$ cat config.mk
export PLATFORM = sky130hd
export DESIGN_NAME = c42_compressor
export DESIGN_NICKNAME = d
export VERILOG_FILES = /design/src/rtl/c42_pkg.sv /design/src/rtl/c42_fa_cell.sv /design/src/rtl/c42_column.sv /design/src/rtl/c42_compressor.sv
export SDC_FILE = /design/constraint.sdc
export NUM_CORES = 1
export LEC_CHECK = 0
export ABC_CLOCK_PERIOD_IN_PS = 1400
export CELL_PAD_IN_SITES_DETAIL_PLACEMENT = 0
export CELL_PAD_IN_SITES_GLOBAL_PLACEMENT = 2
export CORE_MARGIN = 2
export CORE_UTILIZATION = 15
export DETAILED_ROUTE_END_ITERATION = 8
export PLACE_DENSITY_LB_ADDON = 0.05
export SYNTH_ARGS = -nofsm -noshare
export SYNTH_HDL_FRONTEND = slang
export SYNTH_HIERARCHICAL = 1
export SYNTH_SLANG_ARGS = --single-unit
$ cat constraint.sdc
create_clock -name vclk -period 1.4
set_clock_uncertainty 0.05 [all_clocks]
set_input_delay 0.14 -clock vclk [all_inputs]
set_output_delay 0.14 -clock vclk [all_outputs]
set_load 0.05 [all_outputs]
$ cat src/rtl/c42_pkg.sv
package c42_pkg;

  // Operands consumed per column by the reduction
  localparam int unsigned OPS_PER_COL = 4;

  // Bits produced by one column: sum bit, carry-vector bit, forwarded carry
  typedef struct packed {
    logic fwd;
    logic cbit;
    logic sbit;
  } col_out_t;

  function automatic logic fa_sum(input logic x, input logic y, input logic z);
    return x ^ y ^ z;
  endfunction

  function automatic logic fa_carry(input logic x, input logic y, input logic z);
    return (x & y) | (z & (x ^ y));
  endfunction

endpackage

$ cat src/rtl/c42_fa_cell.sv
module c42_fa_cell
  import c42_pkg::*;
(
  input  logic in_x,
  input  logic in_y,
  input  logic in_z,
  output logic sum_o,
  output logic carry_o
);

  assign sum_o   = fa_sum(in_x, in_y, in_z);
  assign carry_o = fa_carry(in_x, in_y, in_z);

  // a single cell keeps the weight of its three inputs
  always_comb begin
    a_r1_cell_weight: assert ({carry_o, sum_o} ==
                              (2'(in_x) + 2'(in_y) + 2'(in_z)))
      else $error("full adder cell lost weight");
  end

endmodule

$ cat src/rtl/c42_column.sv
module c42_column
  import c42_pkg::*;
(
  input  logic [OPS_PER_COL-1:0] col_bits,
  input  logic                   fwd_in,
  output col_out_t               col_res
);

  logic lvl1_sum;   // first-level sum, enters the second adder
  logic lvl1_fwd;   // first-level carry, leaves toward the next column
  logic lvl2_sum;
  logic lvl2_carry;

  c42_fa_cell u_lvl1 (
    .in_x   (col_bits[0]),
    .in_y   (col_bits[1]),
    .in_z   (col_bits[2]),
    .sum_o  (lvl1_sum),
    .carry_o(lvl1_fwd)
  );

  c42_fa_cell u_lvl2 (
    .in_x   (lvl1_sum),
    .in_y   (col_bits[3]),
    .in_z   (fwd_in),
    .sum_o  (lvl2_sum),
    .carry_o(lvl2_carry)
  );

  assign col_res.sbit = lvl2_sum;
  assign col_res.cbit = lvl2_carry;
  assign col_res.fwd  = lvl1_fwd;

  // five inputs of weight 1 equal sum bit plus two outgoing bits of weight 2
  always_comb begin
    a_r1_column_weight: assert (
      (3'(col_bits[0]) + 3'(col_bits[1]) + 3'(col_bits[2]) +
       3'(col_bits[3]) + 3'(fwd_in)) ==
      (3'(col_res.sbit) + 3'({col_res.cbit, 1'b0}) + 3'({col_res.fwd, 1'b0})))
      else $error("column lost weight");
  end

  // the sum bit is the parity of all five column inputs
  always_comb begin
    a_r3_sum_parity: assert (col_res.sbit == ^{col_bits, fwd_in})
      else $error("column sum bit is not the input parity");
  end

endmodule

$ cat src/rtl/c42_compressor.sv
module c42_compressor
  import c42_pkg::*;
#(
  parameter int unsigned WIDTH = 16
) (
  input  logic [WIDTH-1:0] opa,
  input  logic [WIDTH-1:0] opb,
  input  logic [WIDTH-1:0] opc,
  input  logic [WIDTH-1:0] opd,
  output logic [WIDTH:0]   sum_vec,
  output logic [WIDTH:0]   carry_vec
);

  localparam int unsigned OUT_W = WIDTH + 1;
  localparam int unsigned TOT_W = WIDTH + 2;

  // fwd_chain[i] is the forwarded carry entering column i
  logic [WIDTH:0]  fwd_chain;
  col_out_t        col_res [WIDTH];
  logic [TOT_W-1:0] total_in;
  logic [TOT_W-1:0] total_out;

  assign fwd_chain[0] = 1'b0;
  assign carry_vec[0] = 1'b0;

  for (genvar gi = 0; gi < WIDTH; gi++) begin : g_col
    c42_column u_col (
      .col_bits({opd[gi], opc[gi], opb[gi], opa[gi]}),
      .fwd_in  (fwd_chain[gi]),
      .col_res (col_res[gi])
    );
    assign fwd_chain[gi+1] = col_res[gi].fwd;
    assign sum_vec[gi]     = col_res[gi].sbit;
    assign carry_vec[gi+1] = col_res[gi].cbit;
  end

  assign sum_vec[WIDTH] = fwd_chain[WIDTH];

  // Named totals exposed for the row-level check
  assign total_in  = TOT_W'(opa) + TOT_W'(opb) + TOT_W'(opc) + TOT_W'(opd);
  assign total_out = TOT_W'(sum_vec) + TOT_W'(carry_vec);

  // the two output rows carry exactly the sum of the four operands
  always_comb begin
    a_r1_rows_total: assert (total_out == total_in)
      else $error("output rows do not sum to the operand total");
  end

  // zero operands give zero rows
  always_comb begin
    a_r8_zero_rows: assert (!((opa | opb | opc | opd) == '0) ||
                            ((sum_vec | carry_vec) == OUT_W'(0)))
      else $error("nonzero rows for zero operands");
  end

endmodule

==> run_results.csv <==
group,metric,value,unit
pwr,pwr-share-clk,0,
sta,finalMaxSlewViolations,0,
place,gp_congestion,0.6746,
finish,drive_gt1_frac,0.8550,
die,coreArea,6422,um^2
pwr,vdd_ir_drop_max,375.3,uV
hold_path,hold_start,"opc[15]",
finish,final_util,0.2860,
pwr,p_sw,1.055,mW
pwr,p_int,938.3,uW
outcome,failed_checks,"negative setup slack",
place,pre_cts_slack,-0.6224,ns
yosys,syn_inst,82,
die,rows,29,
sta,setup_violations,20,
routing,avgViaCountPerCell,3.288,
global_route,grt_max_degree,2,
finish,num_antenna_cells,0,
sta,fmax,0.6181,GHz
finish,multi_input_area,725.7,um^2
routing,wire_per_inst,10.60,um
finish,finalNonFillerCells,208,
yosys,yosysUniqueCellTypes,3,
setup_path,crit_required,1.21,ns
pwr,seq_power_share,0,
hold_path,min_to,"sum_vec[16]",
sta,fin_crit_sh,1.156,
routing,drtIter0Drc,1,
die,ios,98,
routing,ant_nets,0,
sta,min_period,1.618,ns
finish,seq_cells,0,
global_route,grt_antenna_before_repair,0,
routing,drc,0,
global_route,grt-ovfl-total,0,
run,max_cap_viol_count,0,
pwr,p_per_area,1085,nW/um^2
setup_path,endpoint_kind,"primary output",
hold_path,hold_class,"primary input to primary output",
place,dp_hpwl,2164,um
finish,num-nets-final,229,
finish,nClkBuffers,0,
global_route,grt_pass1_vias,800,
pwr,pwr-share-comb,1.000,
die,die_area,7421,um^2
die,die_y,86.15,um
setup_path,critPathLaunchType,"primary input",
place,io_buffers,97,
yosys,ys_seq_area_frac,0,
pwr,power.leakage,0.7539,nW
sta,setup_slack,-0.2180,ns
pwr,p_sw_frac,0.5292,
yosys,syn_area_per_cell,12.34,um^2
global_route,grt.total_usage,0.05651,
finish,ff_latch_area,0,um^2
die,die_w,86.15,um
routing,wl,2204,um
global_route,grt_pass1_wl,3491,um
clocking,postCtsSetupRepairBufs,0,
die,initial_core_util,0.1576,
finish,syn_to_final_growth,81.46,%
routing,firstDrtPassIters,2,
routing,num_vias,684,
yosys,syn_area,1012,um^2
finish,fillers,664,
place,dp.cells,208,
sta,final-hold-violation-count,0,
hold_path,hold_depth,3,
setup_path,arrival,1.43,ns
setup_path,crit_type,"primary input to primary output",
yosys,ys_warn_count,6,
sta,rsz0062_at_grt,"true",
outcome,status,"finished with violations",
setup_path,critical_path.max_fanout,1,
[worst max path at each step]
| stage | startpoint | end | slack [ns] | cells after the start |
|---|---|---|---|---|
| floorplan | opa[15] | sum_vec[15] | -0.1 | 3 |
| global placement | opb[6] | sum_vec[6] | -0.61 | 4 |
| detailed placement | opb[9] | sum_vec[9] | -0.62 | 4 |
| CTS | opc[8] | sum_vec[8] | -0.24 | 4 |
| global route | opc[8] | sum_vec[8] | -0.24 | 4 |
| finish | opc[8] | sum_vec[8] | -0.22 | 4 |
[cell usage after synthesis]
library cell | count | area, um^2
fa_1 | 32 | 640.6
conb_1 | 1 | 3.750
buf_4 | 49 | 367.9
[cells by family after synthesis]
| kind of cell | Yosys count | share of synthesized area |
|---|---|---|
| other | 1 | 0.003705 |
| adders and majority gates | 32 | 0.6329 |
| buffers and inverters | 49 | 0.3634 |
[stage by stage]
| step | power [mW] | hold slack [ns] | TNS (ns) | area, um^2 |
|---|---|---|---|---|
| 3_3_place_gp | 1.960 | 1.041 | -16.92 | 1871 |
| 4_1_cts | 2.022 | 0.6509 | -3.517 | 1831 |
| 3_5_place_dp | 1.964 | 1.051 | -17.12 | 1871 |
| 2_1_floorplan | 1.381 | 0.5337 | -1.153 | 1114 |
| 6_report | 1.993 | 0.6474 | -3.292 | 1837 |
| 5_1_grt | 2.088 | 0.6603 | -3.844 | 1837 |
[critical path, cell delays in order]
cell and delay (ns):
buf_6 0.09, fa_2 0.57, fa_2 0.46, buf_12 0.16
[metal layers]
| layer | up-vias | part of all wire | global-route usage |
|---|---|---|---|
| met5 | - | 0 | 0 |
| met4 | 0 | 0 | 0 |
| met3 | 0 | 0.12 | 0.01347 |
| met2 | 58 | 0.54 | 0.1121 |
| met1 | 334 | 0.33 | 0.06427 |
| li1 | 292 | - | - |
[power by group through the flow]
stage / registers [mW] / clock network [mW] / logic [mW]
after CTS: 0 / 0 / 2.02
after global placement: 0 / 0 / 1.96
after detailed placement: 0 / 0 / 1.96
final: 0 / 0 / 1.99
after global routing: 0 / 0 / 2.09
after floorplan: 0 / 0 / 1.38
[layout by cell type, fill, tap and decap left out]
master and instances:
buf_12 16, conb_1 2, buf_4 1, buf_6 33, fa_1 1, clkdlybuf4s50_1 16, fa_2 31, buf_2 31
[area by class of cell]
class / count / area share
repair buffers: 97 / 0.5525
well taps: 77 / 0.05245
multi-input cells: 34 / 0.3951
[repair_timing]
| action | 4_1_cts | 5_1_grt |
|---|---|---|
| resized for setup | 239 | 1 |
| hold buffers | 0 | 0 |
| gates cloned | 0 | 0 |
| endpoints found under the setup margin | 32 | 32 |
| pin swaps | 32 | 3 |
No activity file was read; power rests on OpenSTA's default activity.
